## src/rtl/muldiv_pkg.sv

```systemverilog
package muldiv_pkg;
  typedef enum logic [1:0] {
    OP_DIVS16 = 2'b00,
    OP_DIVU32 = 2'b01,
    OP_DIVS32 = 2'b10,
    OP_MULS16 = 2'b11
  } mdOp_e;

  typedef struct packed {
    logic load;
    logic step;
    logic finish;
  } mdStrobe_t;
endpackage

```

## src/rtl/muldiv_ctrl.sv

```systemverilog
module muldiv_ctrl
  import muldiv_pkg::*;
#(
  parameter int W = 16
) (
  input  logic      clk,
  input  logic      rstN,
  input  logic      start,
  input  logic      isMulIn,
  output mdStrobe_t strobe,
  output logic      busy,
  output logic      done
);
  localparam int DIV_STEPS = 2 * W;
  localparam int MUL_STEPS = W;
  localparam int CW = $clog2(DIV_STEPS + 1);

  typedef enum logic [1:0] {ST_IDLE, ST_RUN, ST_FIN} ctrlState_e;

  ctrlState_e      state;
  logic [CW-1:0]   cnt;
  logic [CW-1:0]   lastStep;

  always_comb begin
    strobe.load   = (state == ST_IDLE) && start;
    strobe.step   = (state == ST_RUN);
    strobe.finish = (state == ST_FIN);
    busy          = (state != ST_IDLE);
  end

  always_ff @(posedge clk or negedge rstN) begin
    if (!rstN) begin
      state    <= ST_IDLE;
      cnt      <= '0;
      lastStep <= '0;
      done     <= 1'b0;
    end else begin
      done <= strobe.finish;
      case (state)
        ST_IDLE: if (start) begin
          state    <= ST_RUN;
          cnt      <= '0;
          lastStep <= isMulIn ? CW'(MUL_STEPS - 1) : CW'(DIV_STEPS - 1);
        end
        ST_RUN: begin
          cnt <= cnt + 1'b1;
          if (cnt == lastStep) state <= ST_FIN;
        end
        default: state <= ST_IDLE;
      endcase
    end
  end


  done_pulse_chk: assert property (@(posedge clk) disable iff (!rstN)
    done |=> !done);


  done_after_fin_chk: assert property (@(posedge clk) disable iff (!rstN)
    done |-> $past(state == ST_FIN));


  step_bound_chk: assert property (@(posedge clk) disable iff (!rstN)
    (state == ST_RUN) |-> (cnt <= lastStep));


  busy_no_restart_chk: assert property (@(posedge clk) disable iff (!rstN)
    (state == ST_RUN && start && cnt != lastStep) |=> (state == ST_RUN && cnt == $past(cnt) + 1'b1));
endmodule

```

## src/rtl/muldiv_datapath.sv

```systemverilog
module muldiv_datapath
  import muldiv_pkg::*;
#(
  parameter int W = 16
) (
  input  logic         clk,
  input  logic         rstN,
  input  mdStrobe_t    strobe,
  input  logic [1:0]   op,
  input  logic [W-1:0] dIn,
  input  logic [W-1:0] xIn,
  input  logic [W-1:0] yIn,
  output logic [W-1:0] dOut,
  output logic [W-1:0] xOut,
  output logic [W-1:0] yOut,
  output logic         flagN,
  output logic         flagZ,
  output logic         flagV,
  output logic         flagC
);
  localparam int W2 = 2 * W;
  localparam logic [W2-1:0] POS_LIMIT = (W2'(1) << (W - 1)) - W2'(1);
  localparam logic [W2-1:0] NEG_LIMIT = W2'(1) << (W - 1);

  mdOp_e        opQ;
  logic [W-1:0] dSave, xSave, ySave;
  logic [W:0]   rem;
  logic [W2-1:0] quo;
  logic [W-1:0] dvs;
  logic         negQ, negR;
  logic [W2-1:0] acc, mcand;
  logic [W-1:0] mplier;

  // load-side operand conditioning
  mdOp_e         opNew;
  logic [W2-1:0] dividendRaw, dividendMag;
  logic          divSigned, dividendNeg, dvsNeg;
  logic [W-1:0]  dvsMag, dMag, yMag;

  always_comb begin
    opNew       = mdOp_e'(op);
    dividendRaw = (opNew == OP_DIVS16) ? {{W{dIn[W-1]}}, dIn} : {yIn, dIn};
    divSigned   = (opNew != OP_DIVU32);
    dividendNeg = divSigned && dividendRaw[W2-1];
    dvsNeg      = divSigned && xIn[W-1];
    dividendMag = dividendNeg ? (~dividendRaw + W2'(1)) : dividendRaw;
    dvsMag      = dvsNeg ? (~xIn + W'(1)) : xIn;
    dMag        = dIn[W-1] ? (~dIn + W'(1)) : dIn;
    yMag        = yIn[W-1] ? (~yIn + W'(1)) : yIn;
  end

  // one restoring division step
  logic [W:0] shifted, trial;
  logic       fits;

  always_comb begin
    shifted = {rem[W-1:0], quo[W2-1]};
    trial   = shifted - {1'b0, dvs};
    fits    = (shifted >= {1'b0, dvs});
  end

  // finishing: sign correction and flags
  logic          isMul, divZero, ovf;
  logic [W2:0]   quoSigned;
  logic [W-1:0]  remSigned;
  logic [W2-1:0] product;

  always_comb begin
    isMul     = (opQ == OP_MULS16);
    divZero   = !isMul && (dvs == '0);
    quoSigned = negQ ? (~{1'b0, quo} + (W2+1)'(1)) : {1'b0, quo};
    remSigned = negR ? (~rem[W-1:0] + W'(1)) : rem[W-1:0];
    if (opQ == OP_DIVU32) ovf = |quo[W2-1:W];
    else if (negQ)        ovf = (quo > NEG_LIMIT);
    else                  ovf = (quo > POS_LIMIT);
    product   = negQ ? (~acc + W2'(1)) : acc;
  end

  always_ff @(posedge clk or negedge rstN) begin
    if (!rstN) begin
      opQ <= OP_DIVS16;
      {dSave, xSave, ySave} <= '0;
      rem <= '0; quo <= '0; dvs <= '0;
      negQ <= 1'b0; negR <= 1'b0;
      acc <= '0; mcand <= '0; mplier <= '0;
      dOut <= '0; xOut <= '0; yOut <= '0;
      {flagN, flagZ, flagV, flagC} <= '0;
    end else begin
      if (strobe.load) begin
        opQ   <= opNew;
        dSave <= dIn;
        xSave <= xIn;
        ySave <= yIn;
        rem   <= '0;
        quo   <= dividendMag;
        dvs   <= dvsMag;
        acc   <= '0;
        mcand <= {{W{1'b0}}, dMag};
        mplier <= yMag;
        if (opNew == OP_MULS16) begin
          negQ <= dIn[W-1] ^ yIn[W-1];
          negR <= 1'b0;
        end else begin
          negQ <= dividendNeg ^ dvsNeg;
          negR <= dividendNeg;
        end
      end

      if (strobe.step) begin
        if (isMul) begin
          if (mplier[0]) acc <= acc + mcand;
          mcand  <= mcand << 1;
          mplier <= mplier >> 1;
        end else begin
          rem <= fits ? trial : shifted;
          quo <= {quo[W2-2:0], fits};
        end
      end

      if (strobe.finish) begin
        if (isMul) begin
          dOut  <= product[W-1:0];
          xOut  <= xSave;
          yOut  <= product[W2-1:W];
          flagN <= product[W2-1];
          flagZ <= (product == '0);
          flagV <= 1'b0;
          flagC <= product[W-1];
        end else if (divZero) begin
          dOut  <= dSave;
          xOut  <= xSave;
          yOut  <= ySave;
          {flagN, flagZ, flagV} <= '0;
          flagC <= 1'b1;
        end else begin
          dOut  <= remSigned;
          if (opQ == OP_DIVS16) begin
            xOut <= quoSigned[W-1:0];
            yOut <= ySave;
          end else begin
            xOut <= xSave;
            yOut <= quoSigned[W-1:0];
          end
          flagN <= quoSigned[W-1];
          flagZ <= (quo == '0);
          flagV <= ovf;
          flagC <= 1'b0;
        end
      end
    end
  end


  zero_div_flag_chk: assert property (@(posedge clk) disable iff (!rstN)
    (strobe.finish && divZero) |=> (flagC && !flagN && !flagZ && !flagV));


  zero_div_hold_chk: assert property (@(posedge clk) disable iff (!rstN)
    (strobe.finish && divZero) |=> (dOut == $past(dSave) && xOut == $past(xSave) && yOut == $past(ySave)));


  mul_no_overflow_chk: assert property (@(posedge clk) disable iff (!rstN)
    (strobe.finish && isMul) |=> !flagV);


  rem_range_chk: assert property (@(posedge clk) disable iff (!rstN)
    (strobe.finish && !isMul && !divZero) |-> (rem < {1'b0, dvs}));


  div_carry_clear_chk: assert property (@(posedge clk) disable iff (!rstN)
    (strobe.finish && !isMul && !divZero) |=> !flagC);
endmodule

```

## src/rtl/muldiv_unit.sv

```systemverilog
module muldiv_unit
  import muldiv_pkg::*;
#(
  parameter int W = 16
) (
  input  logic         clk,
  input  logic         rstN,
  input  logic         start,
  input  logic [1:0]   op,
  input  logic [W-1:0] dIn,
  input  logic [W-1:0] xIn,
  input  logic [W-1:0] yIn,
  output logic         busy,
  output logic         done,
  output logic [W-1:0] dOut,
  output logic [W-1:0] xOut,
  output logic [W-1:0] yOut,
  output logic         flagN,
  output logic         flagZ,
  output logic         flagV,
  output logic         flagC
);
  mdStrobe_t strobe;
  logic      isMulIn;

  assign isMulIn = (op == OP_MULS16);

  muldiv_ctrl #(.W(W)) uCtrl (
    .clk(clk), .rstN(rstN), .start(start), .isMulIn(isMulIn),
    .strobe(strobe), .busy(busy), .done(done)
  );

  muldiv_datapath #(.W(W)) uPath (
    .clk(clk), .rstN(rstN), .strobe(strobe), .op(op),
    .dIn(dIn), .xIn(xIn), .yIn(yIn),
    .dOut(dOut), .xOut(xOut), .yOut(yOut),
    .flagN(flagN), .flagZ(flagZ), .flagV(flagV), .flagC(flagC)
  );
endmodule

```

## config.mk

```make
export PLATFORM = sky130hd
export DESIGN_NAME = muldiv_unit
export DESIGN_NICKNAME = d
export VERILOG_FILES = /design/src/rtl/muldiv_pkg.sv /design/src/rtl/muldiv_ctrl.sv /design/src/rtl/muldiv_datapath.sv /design/src/rtl/muldiv_unit.sv
export SDC_FILE = /design/constraint.sdc
export NUM_CORES = 1
export LEC_CHECK = 0
export BUFFER_PORTS_ARGS = -buffer_cell sky130_fd_sc_hd__buf_2
export CORE_ASPECT_RATIO = 0.6
export CORE_MARGIN = 3
export CORE_UTILIZATION = 55
export CTS_BUF_LIST = sky130_fd_sc_hd__clkbuf_4
export DETAILED_ROUTE_END_ITERATION = 10
export MAX_ROUTING_LAYER = met4
export PLACE_DENSITY = 0.85
export SYNTH_ARGS = -nofsm -noshare
export SYNTH_HDL_FRONTEND = slang
export SYNTH_HIERARCHICAL = 1
export SYNTH_SLANG_ARGS = --single-unit
```

## constraint.sdc

```tcl
create_clock -name clk -period 3.45 [get_ports clk]
set_input_delay 0.345 -clock clk [delete_from_list [all_inputs] [get_ports clk]]
set_output_delay 0.345 -clock clk [all_outputs]
set_load 0.05 [all_outputs]
```

# Word level (Yosys, flattened, before mapping)
# Cells that the tools add are included.
# W data, S select, Z words.
[classes]
reduce_logical = 17
mux = 51
add_sub_neg = 10
n_lt_le_gt_ge = 3
eq_ne = 9
bitwise_logic = 9
[op_table]
columns = ["cell", "count"]
rows = [
  ["$mux W32", 13],
  ["$mux W16", 16],
  ["$add A16 B1 Y16 const B", 5],
  ["$not A16 Y16", 5],
  ["$mux W17", 4],
  ["$add A32 B1 Y32 const B", 2],
  ["$logic_not A32 Y1", 2],
  ["$not A32 Y32", 2],
  ["$add A32 B32 Y32", 1],
  ["$gt A32 B15 Y1 const B", 1],
  ["$gt A32 B16 Y1 const B", 1],
  ["$ge A17 B16 Y1", 1],
  ["$sub A17 B16 Y17", 1],
  ["$logic_not A16 Y1", 1],
  ["$reduce_or A16 Y1", 1],
  ["$mux W1", 12],
  ["$pmux W6 S2", 1],
  ["$add A6 B1 Y6 const B", 1],
  ["$eq A2 B2 Y1 const B", 3],
  ["$eq A6 B6 Y1", 1],
  ["$logic_not A2 Y1", 3],
  ["$mux W6", 1],
  ["$reduce_and A2 Y1", 3],
  ["$mux W5", 1],
  ["9 further kinds", 17],
]
[totals]
out_inout_bits = 54
inputBits = 53
wordCells = 122
ff_bits = 264

# Logic depth before layout (Yosys ltp)
[logic_depth]
word_depth = 8
ltp_mapped = 12
depth_no_buf = 12

# By module
# The synthesis kept the hierarchy.
[modules_own_cells]
columns = ["mod", "area_per_inst_um2", "seq_area_each_um2", "cells_each", "n_inst"]
rows = [
  ["muldiv_datapath", 16121.7, 6180.9, 1901, 1],
  ["muldiv_ctrl", 513.0, 275.3, 50, 1],
  ["muldiv_unit", 6.3, 0.0, 1, 1],
]

# Worst setup path after synthesis
# No wires, ideal clock.
[synth_timing]
kind = "reg2reg"
start = "reg uPath.acc[6]"
end = "reg uPath.flagZ"
path_stages_with_launch = 11
period_less_slack_ps = 2858
required_time_ps = 3374
t_arrival_ps = 2781
path_buffers = 2
path_slack_ps = 592
setup_time_ps = 76
path_cell_list = "dfrtp_1 > or4_4 > or4_1 > buf_2 > or3_1 > buf_6 > o31ai_4 > xnor2_1 > nor4_2 > nand3_1 > o21ai_1"
[synth_between]
elab_chain_cells = 5
[synth_lines]
columns = ["element", "line_no", "text"]
rows = [
  ["start: declaration", "muldiv_datapath.sv:31", "logic [W2-1:0] acc, mcand;"],
  ["start signal: assignment", "muldiv_datapath.sv:111", "if (mplier[0]) acc <= acc + mcand;"],
  ["$not A32 Y32", "muldiv_datapath.sv:76", "product = negQ ? (~acc + W2'(1)) : acc;"],
  ["$add A32 B1 Y32", "muldiv_datapath.sv:76", ""],
  ["$mux W32 (*)", "muldiv_datapath.sv:76", ""],
  ["$logic_not A32 Y1 (*)", "muldiv_datapath.sv:126", "flagZ <= (product == '0);"],
  ["$mux W1 (*)", "muldiv_datapath.sv:121", "if (isMul) begin"],
  ["end signal: assignment", "muldiv_datapath.sv:126", ""],
  ["end signal: assignment", "muldiv_datapath.sv:145", "flagZ <= (quo == '0);"],
  ["end: declaration", "muldiv_datapath.sv:17", "output logic flagZ,"],
]
# Every way passes the cells marked *; elsewhere a longest branch is shown, timed or not.
# A chain may end at the register's enable or synchronous reset.

# Final worst setup path
[layout_timing]
start = "in dIn[1]"
end = "reg uPath.quo[30]"
[layout_between]
elab_chain_cells = 7
[layout_lines]
columns = ["element", "line_no", "text"]
rows = [
  ["start: declaration", "muldiv_unit.sv:10", "input logic [W-1:0] dIn,"],
  ["$mux W32 (*)", "muldiv_datapath.sv:42", "dividendRaw = (opNew == OP_DIVS16) ? {{W{dIn[W-1]}}, dIn} : {yIn, dIn};"],
  ["$not A32 Y32 (*)", "muldiv_datapath.sv:46", "dividendMag = dividendNeg ? (~dividendRaw + W2'(1)) : dividendRaw;"],
  ["$add A32 B1 Y32 (*)", "muldiv_datapath.sv:46", ""],
  ["$mux W32 (*)", "muldiv_datapath.sv:46", ""],
  ["$mux W32 (*)", "muldiv_datapath.sv:89", "if (strobe.load) begin"],
  ["$mux W32", "muldiv_datapath.sv:110", "if (isMul) begin"],
  ["$mux W32 (*)", "muldiv_datapath.sv:109", "if (strobe.step) begin"],
  ["end signal: assignment", "muldiv_datapath.sv:95", "quo <= dividendMag;"],
  ["end signal: assignment", "muldiv_datapath.sv:116", "quo <= {quo[W2-2:0], fits};"],
  ["end: declaration", "muldiv_datapath.sv:28", "logic [W2-1:0] quo;"],
]
# Marks and branches as above.

==> metrics.md <==
| Metric | Value |
|---|---|
| Status | `completed` |
| Syn avg cell area | `between 8 and 9 um^2` |
| Clk_skew | `between 0.05 and 0.06 ns` |
| Rel. slew slack | `about 16%` |
| Peak VDD IR | `0.000512 V` |
| Drt via density | `roughly 6.3` |
| Yosys warnings | `6` |
| Distinct cell type count after synthesis | `74` |
| Kind of critical path | `in2reg` |
| Clock root cell | `clkbuf_4` |
| Hold-fix buffers, CTS | `40` |
| CTS clk-pin slew, worst paths | `roughly 0.080 ns` |
| Largest net degree at the start of global routing | `88` |
| Fin crit share | `between 90% and 100%` |
| Max Fclk | `around 0.30 GHz` |
| RSZ-0062 raised after global routing | `no` |
| Required time worst endpoint | `4.09 ns` |
| Post-synth EDFFs | `0` |
| Power Density | `between 900 and 1000 nW/um^2` |
| CP endpoint kind | `register` |
| Max FO, Critical Path | `8` |
| Worst path cell trace | `dlygate4sd3_1 > buf_2 > inv_1 > ha_1 > or3b_2 > or4_1 > nor4_1 > nand3_1 > o31ai_1 > xor2_1 > o31ai_1` |
| Slew @ Worst Pin | `between 1 and 1.5 ns` |
| Synth area leaders | `dfrtp_1 (39%), o21ai_0 (7.1%), nand2_1 (5.3%)` |
| ANT nets after route | `0` |
| CP peak stage delay | `about 0.64 ns` |
| Synth Net Count | `~2100` |
| DP HPWL | `approximately 39000 um` |
| CTS tree | `done` |
| Port-buffer cells | `~110` |
| Most frequent cell after synthesis | `dfrtp_1` |
| Number of max-cap violations | `0` |
| First-pass GRT wire length | `just over 80000 um` |
| Hold Vio Cnt, Final | `0` |
| Mean routed wirelength per cell | `approximately 21 um` |
| Die width | `231 um` |
| RePlAce Congestion | `0.985` |
| Die area | `32400 um^2` |
| Drt total wl | `approximately 53000 um` |
| Total CTS buffers | `61` |
| Slowest CP cell | `nor4_1` |
| Share of layout cells above drive strength 1 | `between 10% and 20%` |
| Worst setup SP type | `input pin` |
| Gr ovfl total | `0` |
| Via count of the first global-routing pass | `14500` |
| Most frequent CP cell | `o31ai_1` |
| Iter 0 DRT Violations | `~2200` |
| Initial core utilization | `between 50% and 60%` |
| Core Region | `approximately 30000 um^2` |
| Min-Delay Path Class | `in2reg` |
| Synth top area share | `between 30% and 40%` |
| H-tree levels | `2` |
| Post-CTS setup buffer count | `0` |
| Tot GR Track Use | `between 30% and 40%` |
| Nets | `roughly 2200` |
| Initial antenna violation count | `2` |
| Total clock sinks | `between 200 and 300` |
| Sequential area share after synthesis | `38.8%` |
| Minimum clock period | `3.28 ns` |
| CTS Buffer Depth | `3` |
| Fin cells | `around 2500` |
| Leakage | `around 8.3 nW` |
| DR pass1 iterations | `5` |
| FP Rows | `48` |
| Synthesized netlist cell count | `1952` |
| Mapped cell area | `between 15000 and 20000 um^2` |
| Final setup violation count | `0` |
| Commonest cells post-synth | `dfrtp_1 (258), o21ai_0 (236), nand2_1 (234)` |
| Ys flop type | `dfrtp_1` |
| Cell total after placement | `between 2000 and 2500` |
| Clock latency on the worst-skew pair | `around 0.75 ns` |
| Worst endpoint data arrival time | `3.92 ns` |
| DIE HEIGHT | `roughly 140 um` |
| I/O pin count | `107` |
| P&R area growth vs syn | `12.6%` |
| Setup TNS | `0 ns` |
| Async SR Flop Fraction | `between 90% and 100%` |
| Post-CTS sizing | `0` |
| #FFs+latches synth | `about 260` |
| Vias post-DR | `~16000` |
| Residual DRC count | `0` |
| Largest area contributor in the netlist | `dfrtp_1` |
| Slew Viols, Final | `0` |
where the power goes:
group / internal, mW / switching, mW / total [mW] / leakage [nW]
registers: 4.30 / 1.44 / 5.73 / 3.31
clock network: 1.24 / 1.30 / 2.54 / 0.467
logic: 3.79 / 6.60 / 10.4 / 4.53
cell families (layout without fill, tap and decap cells):
logic type	count (synthesis)	count (layout)	share of synthesized area, %
and+or+nand+nor	618	618	17.3
AOI/OAI and AO/OA	591	591	21.2
DFF	258	258	38.8
buffers and inverters	183	355	4.19
xor gates and xnor gates	153	153	8.05
muxes	91	91	5.95
adders and majority gates	58	58	4.45
other	0	2	0
area by class of cell:
| type | instances | area (um^2) |
|---|---|---|
| inverters | 61 | 231 |
| clock inverters | 25 | 125 |
| fillers | 2406 | 10500 |
| repair buffers | 182 | 1260 |
| multi-input cells | 1511 | 9500 |
| clock buffers | 87 | 653 |
| well taps | 400 | 500 |
| diodes | 2 | 5.00 |
| flip-flops and latches | 258 | 6460 |
sequential cells by signal, indices dropped and copies added, names as in the netlist, 6 cells and up:
signal / cells
uPath/rem: 16
uPath/dvs: 15
uPath/yOut: 16
uPath/dOut: 16
uPath/xSave: 16
uPath/dSave: 16
uPath/quo: 32
uPath/ySave: 16
uCtrl/cnt: 6
uPath/acc: 32
uPath/mplier: 16
uPath/mcand: 32
uPath/xOut: 16
per-layer routing:
metal  GRT usage [%]  vias to the layer above  part of all wire [%]
li1                -                     7246                     -
met1            49.3                     7554                    45
met2            42.0                      944                    39
met3            12.4                       89                    14
met4            7.24                        0                   1.9
met5               -                        -                     0
worst paths after layout:
kind | start | end | slack, ns | depth (start not counted)
max | dIn[1] | uPath/quo[30]$_DFF_PN0_ | 0.17 | 11
min | dIn[10] | uPath/dSave[10]$_DFFE_PN0P_ | 0.05 | 2
max reg2reg | uPath/acc[3]$_DFF_PN0_ | uPath/acc[31]$_DFF_PN0_ | 0.29 | 9
min reg2reg | uPath/mplier[6]$_DFF_PN0_ | uPath/mplier[5]$_DFF_PN0_ | 0.48 | 2
max in group asynchronous | rstN | uPath/mplier[14]$_DFF_PN0_ | 2.35 | 3
min in group asynchronous | rstN | uPath/xOut[0]$_DFFE_PN0P_ | 0.21 | 2
stage by stage:
| stage | hold WS [ns] | setup WS (ns) | instance area, um^2 | power [mW] | util, % |
|---|---|---|---|---|---|
| after global routing | 0.0387 | 0.0187 | 18700 | 19.9 | 64.1 |
| after detailed placement | 0.400 | 0.102 | 17600 | 15.7 | 60.0 |
| after floorplan | 0.0494 | 0.592 | 16600 | 12.6 | - |
| after global placement | 0.397 | 0.175 | 17600 | 15.4 | 60.0 |
| final | 0.0534 | 0.171 | 18700 | 18.7 | 64.1 |
| after CTS | 0.00101 | 0.331 | 18700 | 18.3 | 64.0 |
layout by cell type, fill, tap and decap left out, drive strengths merged, types with 40 or more instances in the layout:
master and n:
dfrtp 258, xnor2 63, xor2 90, clkbuf 87, inv 63, nor2 149
buf 142, dlygate4sd3 40, ha 56, o31ai 42, nand2 234, o21ai 238
a21oi 155, nand3 59, mux2 64
critical path: cells and delay by family:
| kind | cells | cell delay [ns] |
|---|---|---|
| adders and majority gates | 1 | 0.23 |
| AOI/OAI and AO/OA | 2 | 0.51 |
| xor gates and xnor gates | 1 | 0.10 |
| and+or+nand+nor | 4 | 1.96 |
| buffers and inverters | 3 | 0.78 |
(Power assumes the default switching activity.)
